<file path="src/rtl/exc_prio_pkg.sv">
package exc_prio_pkg;

   // Class of the winning candidate, decided from its merged level
   typedef enum logic [1:0] {
      SRC_NONE = 2'd0,
      SRC_TRAP = 2'd1,
      SRC_IRQ  = 2'd2
   } src_kind_e;

   // Fixed level of trap slot idx: top of the merged space downward
   function automatic int unsigned trap_level(input int unsigned idx,
                                              input int unsigned prio_w,
                                              input int unsigned n_traps);
      return (2 ** prio_w) + (n_traps - 1 - idx);
   endfunction

endpackage

</file>
<file path="src/rtl/exc_level_map.sv">
module exc_level_map #(
   parameter int unsigned NUM_TRAPS = 8,
   parameter int unsigned NUM_IRQ   = 54,
   parameter int unsigned PRIO_W    = 3,
   parameter int unsigned RSVD_MASK = 'hE1
) (
   input  logic [NUM_TRAPS-1:0]                        trap_pend,
   input  logic [NUM_IRQ-1:0]                          irq_pend,
   input  logic [NUM_IRQ*PRIO_W-1:0]                   irq_prio,
   output logic [(NUM_TRAPS+NUM_IRQ)*(PRIO_W+1)-1:0]   lvl_flat
);
   import exc_prio_pkg::*;

   localparam int unsigned LVL_W   = PRIO_W + 1;
   localparam int unsigned NUM_VEC = NUM_TRAPS + NUM_IRQ;

   for (genvar v = 0; v < NUM_VEC; v++) begin : g_vec
      if (v < NUM_TRAPS) begin : g_trap
         localparam bit          IS_RSVD = ((RSVD_MASK >> v) & 1) != 0;
         localparam logic [LVL_W-1:0] FIX_LVL =
            LVL_W'(trap_level(v, PRIO_W, NUM_TRAPS));
         if (IS_RSVD) begin : g_rsvd
            assign lvl_flat[v*LVL_W +: LVL_W] = '0;
         end else begin : g_live
            assign lvl_flat[v*LVL_W +: LVL_W] = trap_pend[v] ? FIX_LVL : '0;
         end
      end else begin : g_irq
         localparam int unsigned K = v - NUM_TRAPS;
         // priority 0 yields level 0, which the picker treats as empty
         assign lvl_flat[v*LVL_W +: LVL_W] =
            irq_pend[K] ? {1'b0, irq_prio[K*PRIO_W +: PRIO_W]} : '0;
      end
   end

endmodule

</file>
<file path="src/rtl/exc_max_pick.sv">
module exc_max_pick #(
   parameter int unsigned NUM_VEC = 62,
   parameter int unsigned LVL_W   = 4,
   parameter int unsigned VEC_W   = 6
) (
   input  logic [NUM_VEC*LVL_W-1:0] lvl_flat,
   output logic [LVL_W-1:0]         best_lvl,
   output logic [VEC_W-1:0]         best_idx
);

   // Scan from the top index down; ">=" lets a lower index take a tie
   always_comb begin
      best_lvl = '0;
      best_idx = '0;
      for (int i = NUM_VEC - 1; i >= 0; i--) begin
         if ((lvl_flat[i*LVL_W +: LVL_W] != '0) &&
             (lvl_flat[i*LVL_W +: LVL_W] >= best_lvl)) begin
            best_lvl = lvl_flat[i*LVL_W +: LVL_W];
            best_idx = VEC_W'(i);
         end
      end
   end

endmodule

</file>
<file path="src/rtl/exc_prio_resolver.sv">
module exc_prio_resolver #(
   parameter int unsigned NUM_TRAPS = 8,
   parameter int unsigned NUM_IRQ   = 54,
   parameter int unsigned PRIO_W    = 3,
   parameter int unsigned RSVD_MASK = 'hE1,
   parameter int unsigned VEC_W     = 6
) (
   input  logic                       clk,
   input  logic                       rst_n,
   input  logic [NUM_TRAPS-1:0]       trap_req,
   input  logic [NUM_IRQ-1:0]         irq_req,
   input  logic [NUM_IRQ-1:0]         irq_en,
   input  logic [NUM_IRQ*PRIO_W-1:0]  irq_prio,
   input  logic [PRIO_W-1:0]          cpu_ipl,
   output logic                       take_o,
   output logic [VEC_W-1:0]           vec_o,
   output logic [PRIO_W:0]            lvl_o
);
   import exc_prio_pkg::*;

   localparam int unsigned LVL_W   = PRIO_W + 1;
   localparam int unsigned NUM_VEC = NUM_TRAPS + NUM_IRQ;

   // elaboration-time parameter checks
   if (NUM_TRAPS > 2 ** PRIO_W) begin : g_chk_traps
      $error("trap count exceeds upper level band");
   end
   if (NUM_TRAPS > 32) begin : g_chk_mask
      $error("reserved mask holds at most 32 trap slots");
   end
   if (NUM_VEC > 2 ** VEC_W) begin : g_chk_vec
      $error("vector index width too small");
   end
   if (NUM_IRQ < 1) begin : g_chk_irq
      $error("at least one interrupt source required");
   end

   // snapshot stage
   logic [NUM_TRAPS-1:0]      trap_q;
   logic [NUM_IRQ-1:0]        irq_q;
   logic [NUM_IRQ*PRIO_W-1:0] prio_q;
   logic [PRIO_W-1:0]         ipl_q;

   always_ff @(posedge clk) begin
      if (!rst_n) begin
         trap_q <= '0;
         irq_q  <= '0;
         prio_q <= '0;
         ipl_q  <= '0;
      end else begin
         trap_q <= trap_req;
         irq_q  <= irq_req & irq_en;
         prio_q <= irq_prio;
         ipl_q  <= cpu_ipl;
      end
   end

   // combinational resolution
   logic [NUM_VEC*LVL_W-1:0] lvl_flat;
   logic [LVL_W-1:0]         best_lvl;
   logic [VEC_W-1:0]         best_idx;

   exc_level_map #(
      .NUM_TRAPS (NUM_TRAPS),
      .NUM_IRQ   (NUM_IRQ),
      .PRIO_W    (PRIO_W),
      .RSVD_MASK (RSVD_MASK)
   ) map_i (
      .trap_pend (trap_q),
      .irq_pend  (irq_q),
      .irq_prio  (prio_q),
      .lvl_flat  (lvl_flat)
   );

   exc_max_pick #(
      .NUM_VEC (NUM_VEC),
      .LVL_W   (LVL_W),
      .VEC_W   (VEC_W)
   ) pick_i (
      .lvl_flat (lvl_flat),
      .best_lvl (best_lvl),
      .best_idx (best_idx)
   );

   src_kind_e kind;
   logic      eligible;

   always_comb begin
      if (best_lvl == '0)         kind = SRC_NONE;
      else if (best_lvl[PRIO_W])  kind = SRC_TRAP;
      else                        kind = SRC_IRQ;
      case (kind)
         SRC_TRAP: eligible = 1'b1;
         SRC_IRQ:  eligible = best_lvl[PRIO_W-1:0] > ipl_q;
         default:  eligible = 1'b0;
      endcase
   end

   // output stage
   always_ff @(posedge clk) begin
      if (!rst_n) begin
         take_o <= 1'b0;
         vec_o  <= '0;
         lvl_o  <= '0;
      end else begin
         take_o <= eligible;
         vec_o  <= eligible ? best_idx : '0;
         lvl_o  <= eligible ? best_lvl : '0;
      end
   end

endmodule

</file>
<file path="config.mk">
export PLATFORM = sky130hd
export DESIGN_NAME = exc_prio_resolver
export DESIGN_NICKNAME = d
export VERILOG_FILES = /design/src/rtl/exc_prio_pkg.sv /design/src/rtl/exc_level_map.sv /design/src/rtl/exc_max_pick.sv /design/src/rtl/exc_prio_resolver.sv
export SDC_FILE = /design/constraint.sdc
export NUM_CORES = 1
export LEC_CHECK = 0
export CAP_MARGIN = 0
export CORE_MARGIN = 2
export CORE_UTILIZATION = 49
export DETAILED_ROUTE_END_ITERATION = 12
export GPL_ROUTABILITY_DRIVEN = 0
export PLACE_DENSITY_LB_ADDON = 0.12
export SYNTH_ARGS = -nofsm -noshare
export SYNTH_HDL_FRONTEND = slang
export SYNTH_SLANG_ARGS = --single-unit
</file>
<file path="constraint.sdc">
create_clock -name clk -period 243.1 [get_ports clk]
set_clock_uncertainty 0.1 [all_clocks]
set_input_delay 48.62 -clock clk [delete_from_list [all_inputs] [get_ports clk]]
set_output_delay 48.62 -clock clk [all_outputs]
set_load 0.05 [all_outputs]
</file>
=== Word-level counts from Yosys, hierarchy flattened ===
Index checks and enable logic that the tools add are counted.

* Flip-flop bits (word level): 235
* Input port bits: 283

* Bitwise gates (word level): 3
* Reduce and logical (&&, ||, !) cells: 123
* Eq/ne operators: 2
* Order comparisons: 59
* Mux-type cells: 177

{| class="wikitable"
|+ Operator list
! kind !! count
|-
| 3-bit 2-to-1 mux || 109
|-
| 4-bit nonzero test || 58
|-
| 6-bit 2-to-1 mux || 30
|-
| 3-bit greater-or-equal comparator || 53
|-
| 5-bit 2-to-1 mux || 16
|-
| 4-bit 2-to-1 mux || 16
|-
| 1-bit logical AND || 58
|-
| 54-bit bitwise AND || 1
|-
| 30-bit OR reduction || 1
|-
| 14-bit OR reduction || 1
|-
| 4-bit greater-or-equal comparator || 3
|-
| 2-bit 2-to-1 mux || 4
|-
| 6-bit OR reduction || 1
|-
| 5-bit OR reduction || 1
|-
| 4-bit by 3-bit greater-or-equal comparator with 1-bit output || 1
|-
| 4-bit logical NOT || 1
|-
| 3-bit by 1-bit greater-or-equal comparator with 1-bit output, second input constant || 1
|-
| 3-bit > comparator || 1
|-
| 3-bit OR reduction || 1
|-
| 2-bit by 1-bit == test with 1-bit output, second input constant || 1
|-
| 2-bit == test, second input constant || 1
|-
| 1-bit inverter || 2
|-
| 1-bit one-hot mux with 2 select lines || 1
|-
| 2-bit AND reduction || 1
|-
| 1-bit 2-to-1 mux || 1
|}

=== Longest topological paths before layout ===
Gate-level depths: netlist of the first run.

* Depth after elaboration: 181
* Depth in mapped cells: 438
* Mapped depth without buffers: 436

=== Hierarchy ===
A second synthesis of the first run with hierarchy kept.

* Cells, all modules: 2994
* Area total of the unflattened synthesis: 22574.2 um^2

{| class="wikitable"
|+ Modules (own cells, without submodules)
! module !! cells an instance !! instances !! area an instance (um^2)
|-
| exc_max_pick || 2222 || 1 || 14403.8
|-
| exc_prio_resolver || 523 || 1 || 6507.5
|-
| exc_level_map || 249 || 1 || 1662.8
|}

=== Worst setup path before layout of the first run ===
Ideal clock, no wire load.

* Path type: register -> register
* Start point: reg irq_q[52]
* End point: reg vec_o[4]
* Stages on the path, launching flop included: 422
* Slack: 166.365 ns
* Buffers on the path: 2
* Data arrival time: 76.504 ns
* Setup time: 0.131 ns
* Data required time: 242.869 ns
* Cells stage by stage: dfxtp_1 and2_1 ha_1 or3_1 nand3_1 mux2_2 inv_1 ha_1 nand2b_1 a21oi_1 o21bai_1 o221ai_1 mux2_2 ha_1 a21oi_1 o21ai_0 a41oi_1 nor2_1 [... 386 more ...] o21ai_1 nand2_1 or2_2 ha_1 o21bai_1 a21oi_1 nor2b_1 o21ai_0 nand2_1 nor3_1 inv_1 ha_1 o21ai_0 nand2b_1 a41oi_1 nor2_1 nand4_1 a21oi_1

* Cells in the longest elaborated chain, start to end: 178
* Elaborated cells on any way between the ends: 227
* Those cells by class: 58 x order compare; 2 x eq/ne; 106 x mux; 1 x bitwise; 60 x reduce/logical

{| class="wikitable"
|+ RTL lines
! what !! RTL line !! source
|-
| from (decl) || exc_prio_resolver.sv:40 || <nowiki>logic [NUM_IRQ-1:0] irq_q;</nowiki>
|-
| from (signal assigned) || exc_prio_resolver.sv:52 || <nowiki>irq_q <= irq_req & irq_en;</nowiki>
|-
| 3-bit 2-to-1 mux * || exc_level_map.sv:31 || <nowiki>irq_pend[K] ? {1'b0, irq_prio[K*PRIO_W +: PRIO_W]} : '0;</nowiki>
|-
| 3-bit greater-or-equal comparator or 4-bit nonzero test (tied branches) || exc_max_pick.sv:17, exc_max_pick.sv:16 ||
|-
| 1-bit logical AND || exc_max_pick.sv:16 || <nowiki>if ((lvl_flat[i*LVL_W +: LVL_W] != '0) &&</nowiki>
|-
| 3-bit 2-to-1 mux * || exc_max_pick.sv:16 ||
|-
| 3-bit greater-or-equal comparator || exc_max_pick.sv:17 || <nowiki>(lvl_flat[i*LVL_W +: LVL_W] >= best_lvl)) begin</nowiki>
|-
| 1-bit logical AND || exc_max_pick.sv:16 ||
|-
| 3-bit 2-to-1 mux * || exc_max_pick.sv:16 ||
|-
| 3-bit greater-or-equal comparator || exc_max_pick.sv:17 ||
|-
| [... 163 more ...] || -- ||
|-
| 4-bit 2-to-1 mux * || exc_max_pick.sv:16 ||
|-
| named net best_lvl[2] || exc_prio_resolver.sv:60 || <nowiki>logic [LVL_W-1:0] best_lvl;</nowiki>
|-
| 4-bit logical NOT || exc_prio_resolver.sv:89 || <nowiki>if (best_lvl == '0) kind = SRC_NONE;</nowiki>
|-
| 2-bit 2-to-1 mux || exc_prio_resolver.sv:89 ||
|-
| 2-bit == test or 2-bit by 1-bit == test with 1-bit output (tied branches) || exc_prio_resolver.sv:92 || <nowiki>case (kind)</nowiki>
|-
| 1-bit one-hot mux with 2 select lines * || exc_prio_resolver.sv:92 ||
|-
| 1-bit inverter (no line) * || -- ||
|-
| 14-bit OR reduction (no line) * || -- ||
|-
| to (signal assigned) || exc_prio_resolver.sv:107 || <nowiki>vec_o <= eligible ? best_idx : '0;</nowiki>
|-
| to (decl) || exc_prio_resolver.sv:16 || <nowiki>output logic [VEC_W-1:0] vec_o,</nowiki>
|}

The timed path passes the listed nets; every way through them passes the cells marked *.
A chain may end at the register's enable or synchronous reset.

=== Worst setup path in the final report of the first run ===
Ends and elaborated chain as after synthesis.

==> impl_results.md, run 1 <==
* Cell Int Power at 86.4 uW
* RSZ-0062 raised after global routing: no
* Largest family of logic cells by synthesized area: simple AND/OR/NAND/NOR gates
* WL final at 39200 um
* Post-route ant nets at 0
* Mapped Avg Cell Area at 8.06 um2
* Syn_nets at 2203
* Net Switching at 43.6 uW
* Clock Tree Buf Depth at 3
* Drt first pass iters at 5
* Register clock-pin slew on the reported worst setup and hold paths at 0.06 ns
* Worst setup margin at 151.35 ns
* Worst slew margin at 15.6%
* Nets@finish at 2487
* Largest delay share family, worst path: compound AO/OA/AOI/OAI gates
* Maximum VDD drop at 0.00571 mV
* Synth Area in Simple Gates at 30.3%
* Xor and xnor fraction of the mapped netlist area at 0%
* CTS tree: built
* Post-synth top area share at 32.4%
* Layout cells sized above 1 at 4.63%
* Row count at 62
* Initial antenna violation count at 0
* Combinational share of power at 38.7%
* Max Slew Vio Count at 0
* Vias per Instance at 5.63
* Worst Tran Pin Value at 1.25 ns
* Clock period minus final worst setup slack at 91.75 ns
* Detailed placement HPWL at 30900 um
* Vias at 14000
* Grt total ovfl at 0
* PD cells at 7.01 nW/um2
* WS Path Type: reg2reg
* Syn Inst Count at 1795
* Most frequent cells in the layout: 288 x clkdlybuf4s50_1, 234 x dfxtp_1, 224 x and2_1, 219 x nand2_1, 125 x ha_1
* Seq/Total Area, Yosys at 32.4%
* # clock sinks at 234
* Max stage delay on crit path at 0.99 ns
* Die Wd at 176 um
* Die Y at 176 um
* Lkg Pwr at 0.00813 uW
* Worst-path cell with the longest stage delay: o41ai_1
* FMAX at 10.9 MHz
* Tightest Hold Check Type: reg2reg
* Area leader, netlist: dfxtp_1
* Inserted Clock Buffers at 25
* Compound-cell area share of the yosys netlist at 22.5%
* Residual DRC count at 0
* Placeable Area at 28900 um2
* Status: finished clean
* Buf/Inv on CP at 14
* Critical path launch point type: flip-flop
* CP Data Arrival Time at 92.05 ns
* Initial Utilization at 50.1%
* Critical Path Most Common Cell: a21oi_1
* Avg WL per Cell at 15.8 um
* DRT iter0 DRCs at 975
* Later-pin clock latency in the skew report at 0.54 ns
* Worst slack at placement at 152.94 ns
* IO Count at 294
* Die area at 30900 um2
* Multiplexer area fraction after synthesis at 1.26%
* Synth cell types at 84
* Switching portion of total power at 33.5%
* Root buffer cell: clkbuf_16
* CP required at 243.40 ns
* Final worst-path cycle share at 37.7%
* Post-Synth Adder-Cell Area at 10.9%
* Ys async rst share at 0%
* Commonest non-fill, non-tap cell in the layout: clkdlybuf4s50_1
* Top FF cell, synth: dfxtp_1
* Vias in the first global route at 13200
* H-tree Lvls at 1
* Ant diodes at 0
* MaxCap Viol Count at 0
* First-pass GRT wire length at 63400 um
* Setup TNS at 0 ns
* Setup Buffers After CTS at 0
* PostCTS Resize Cnt at 0
* Synth Register Bits at 234
* Synth top area cells: dfxtp_1 32%, ha_1 11%, and2_1 9.7%
* Port Buffers at 289
* Area of the mapped netlist at 14500 um2
* Synth warn at 0
* Clk network pwr share at 28.4%
* GR Util All Layers at 24.6%
* Hold_buf cts at 0
* Sequential share of power at 32.8%
* Final Hold Fails at 0
* CP Max Fanout at 11
* Pin count of the biggest net entering global routing at 136
* Setup crit end kind: flip-flop
* Filler instances at 2495
* Area growth syn-to-layout at 28.2%
* R2R Setup Slk at 151.35 ns
* Post-synth EDFFs at 0
* Endpoints failing setup at 0
power groups by stage:
stage               logic (uW)  clock network (uW)  registers [uW]
detailed placement        49.7                   0            43.5
finish                    50.4                37.0            42.7
floorplan                 33.0                   0            45.1
global placement          48.1                   0            43.5
CTS                       50.2                37.8            42.7
global route              57.2                39.2            42.9
cells in the mapped netlist (6+ instances only):
master,n
o21a_1,19
a21oi_1,119
inv_1,66
nand2b_1,71
or2_2,11
a41oi_1,9
nor3_1,27
o31ai_1,10
a31oi_1,31
nand4_1,18
nand2_1,219
mux2_2,10
a21o_1,23
nand3_1,33
o21ai_0,99
nor2b_1,15
nor2_1,109
o21ai_1,6
o21bai_1,13
mux2i_1,7
dfxtp_1,234
a211oi_1,12
clkbuf_1,37
and2_1,224
a31o_2,12
and3_1,70
a21boi_0,10
ha_1,125
o211ai_1,14
a22oi_1,9
metal layers:
layer / track usage [%] / up-vias / part of all wire (%)
met2: 42.7 / 442 / 46
met4: 6.30 / 0 / 2.4
met1: 32.6 / 6460 / 46
li1: - / 6994 / -
met3: 2.86 / 55 / 5.8
met5: 0 / - / 0
cells by family (layout without fill, tap and decap cells):
| group | after synthesis | in the layout |
|---|---|---|
| AO/OA/AOI/OAI | 483 | 483 |
| buffers and inverters | 103 | 401 |
| adder cells (fa/ha/maj) | 126 | 126 |
| AND/OR/NAND/NOR | 832 | 832 |
| multiplexers | 17 | 17 |
| flip-flops | 234 | 234 |
tightest hold or removal path, stage by stage (launching register included):
cell and delay, ns:
dfxtp_1 0.39, a31oi_1 0.20, nor4_1 0.06
through the flow:
stage	hold WS (ns)	utilization (%)	area, um2	total power (uW)	std cells
floorplan	0.471	-	14500	78.1	1795
global placement	0.556	61.4	17700	91.6	2435
detailed placement	0.567	61.4	17700	93.2	2435
CTS	0.571	64.2	18500	131	2476
global route	0.596	64.3	18500	139	2477
finish	0.585	64.3	18500	130	2477
final timing paths:
| check | start | to | cells past startpoint |
|---|---|---|---|
| setup / recovery | irq_q[52] | vec_o[4] | 420 |
| hold / removal | trap_q[4] | vec_o[2] | 2 |
| setup reg to reg | irq_q[52] | vec_o[4] | 420 |
| hold reg to reg | trap_q[4] | vec_o[2] | 2 |
sequential cells by signal, summed over array words and instances, names as in the netlist:
name / count
ipl_q: 3
take_o: 1
prio_q: 162
trap_q: 4
lvl_o: 4
irq_q: 54
vec_o: 6
final cells by class:
| class | count | area (um2) | share of cell area (%) |
|---|---|---|---|
| repair buffers | 294 | 2930 | 15.8 |
| clock inverters | 7 | 70.1 | 0.378 |
| flip-flops and latches | 234 | 4680 | 25.3 |
| well taps | 384 | 480 | 2.59 |
| clock buffers | 34 | 729 | 3.93 |
| multi-input cells | 1458 | 9400 | 50.7 |
| inverters | 66 | 248 | 1.34 |
(Power assumes the default switching activity.)
==> run 2: changes to the inputs <==
Clock period 243.1 ns to 92.5 ns, I/O delays scaled along.
==> impl_results.md, run 2 (synthesis results as in run 1) <==
* PD cells at 18.5 nW/um2
* Hold_ws at 0.587 ns
* Die Wd at 176 um
* Most frequent cells in the layout: 288 x clkdlybuf4s50_1, 234 x dfxtp_1, 224 x and2_1, 219 x nand2_1, 125 x ha_1
* Switching portion of total power at 33.2%
* WS Path Type: reg2reg
* Register clock-pin slew on the reported worst setup and hold paths at 0.06 ns
* Nets@finish at 2496
* Die Y at 176 um
* Drt first pass iters at 6
* Setup crit end kind: flip-flop
* # clock sinks at 234
* GR Util All Layers at 24.3%
* R2R depth at 421
* Avg WL per Cell at 15.9 um
* H-tree Lvls at 1
* Later-pin clock latency in the skew report at 0.53 ns
* Vias in the first global route at 12800
* R2r endpoint: vec_o[4]
* Worst-path cell with the longest stage delay: or4b_2
* Placeable Area at 28900 um2
* CP Max Fanout at 11
* RR Startpoint: irq_q[52]
* Clk network pwr share at 29.2%
* Initial Utilization at 50.1%
* Biggest register: prio_q
* R2R Setup Slk at 6.70 ns
* Hold_buf cts at 0
* Residual DRC count at 0
* Port Buffers at 289
* FMAX at 11.7 MHz
* Vias at 14000
* Worst slew margin at 23.6%
* Tightest Hold Check Type: reg2reg
* Worst Tran Pin Value at 1.14 ns
* Net Switching at 116 uW
* Sequential share of power at 32.1%
* Worst Hold Path EP: vec_o[2]
* Total chip power at 350 uW
* CP Data Arrival Time at 86.16 ns
* Regs by FF count: prio_q (162), irq_q (54), vec_o (6)
* Layout cells sized above 1 at 6.79%
* Status: finished clean
* Max Slew Vio Count at 0
* DRT iter0 DRCs at 901
* Clock Tree Buf Depth at 3
* Root buffer cell: clkbuf_16
* Pin count of the biggest net entering global routing at 136
* Final Hold Fails at 0
* Die area at 30900 um2
* Detailed placement HPWL at 30800 um
* Hold depth at 2
* Max stage delay on crit path at 0.72 ns
* Critical Path Most Common Cell: a21oi_1
* CTS tree: built
* MaxCap Viol Count at 0
* Maximum VDD drop at 0.0165 mV
* Max reg flops at 162
* Area growth syn-to-layout at 30.6%
* Inserted Clock Buffers at 26
* Post-route ant nets at 0
* WL final at 39500 um
* First-pass GRT wire length at 62400 um
* Commonest non-fill, non-tap cell in the layout: clkdlybuf4s50_1
* Ant diodes at 0
* Endpoints failing setup at 0
* Critical path launch point type: flip-flop
* Row count at 62
* Cell Int Power at 234 uW
* Hold Crit Start: trap_q[4]
* Combinational share of power at 38.7%
* Final worst-path cycle share at 92.8%
* IO Count at 294
* CP required at 92.85 ns
* Lkg Pwr at 0.00823 uW
* Clock period minus final worst setup slack at 85.80 ns
* Grt total ovfl at 0
* Initial antenna violation count at 0
* Vias per Instance at 5.62
==> run 2: stage by stage <==
step	instances	instance area [um2]	util (%)	setup WS [ns]	TNS (ns)
after floorplan	1795	14500	-	15.76	0
after global placement	2435	17700	61.4	4.08	0
after detailed placement	2435	17700	61.4	2.63	0
after CTS	2480	18600	64.4	2.13	0
after global routing	2489	18900	65.5	-0.217	-0.712
final	2489	18900	65.5	6.70	0
==> run 2: power by group through the flow <==
stage | registers, uW | clock network [uW] | logic [uW]
floorplan | 118 | 0 | 86.8
global route | 113 | 109 | 152
finish | 112 | 102 | 135
CTS | 112 | 105 | 132
global placement | 114 | 0 | 126
detailed placement | 114 | 0 | 130
==> run 2: timing repair <==
action / in CTS / in global routing
hold endpoints to repair: 0 / 0
setup buffers: 0 / 9
resized for setup: 0 / 46
setup endpoints to repair: 0 / 11
==> run 2: worst max-delay path by stage <==
stage / from / endpoint / slack, ns
6_report: irq_q[52] / vec_o[4] / 6.70
4_1_cts: irq_q[52] / vec_o[4] / 2.13
3_5_place_dp: irq_q[52] / vec_o[4] / 2.63
2_1_floorplan: irq_q[52] / vec_o[4] / 15.76
3_3_place_gp: irq_q[52] / vec_o[4] / 4.08
5_1_grt: irq_q[52] / vec_o[4] / -0.22
==> run 2: layout make-up <==
type	count	area (um2)
Clock buffer	39	771
Clock inverter	6	85.1
Fill cell	2487	9960
Inverter	66	248
Multi-Input combinational cell	1458	9640
Sequential cell	234	4680
Tap cell	384	480
Timing Repair Buffer	302	2990
==> run 2: critical path: cells and delay by family (launching register included) <==
| family | cells | cell delay, ns |
|---|---|---|
| muxes | 8 | 2.53 |
| DFF | 1 | 0.33 |
| adders and majority gates | 58 | 15.52 |
| buffers and inverters | 14 | 1.31 |
| AOI/OAI and AO/OA | 220 | 46.57 |
| and+or+nand+nor | 121 | 19.36 |
==> run 2: per-layer routing <==
layer	vias to the layer above	track usage [%]	share of wire, %
li1	7033	-	-
met1	6472	32.7	46
met2	426	40.9	46
met3	69	2.81	5.3
met4	0	7.37	3.2
met5	-	0	0
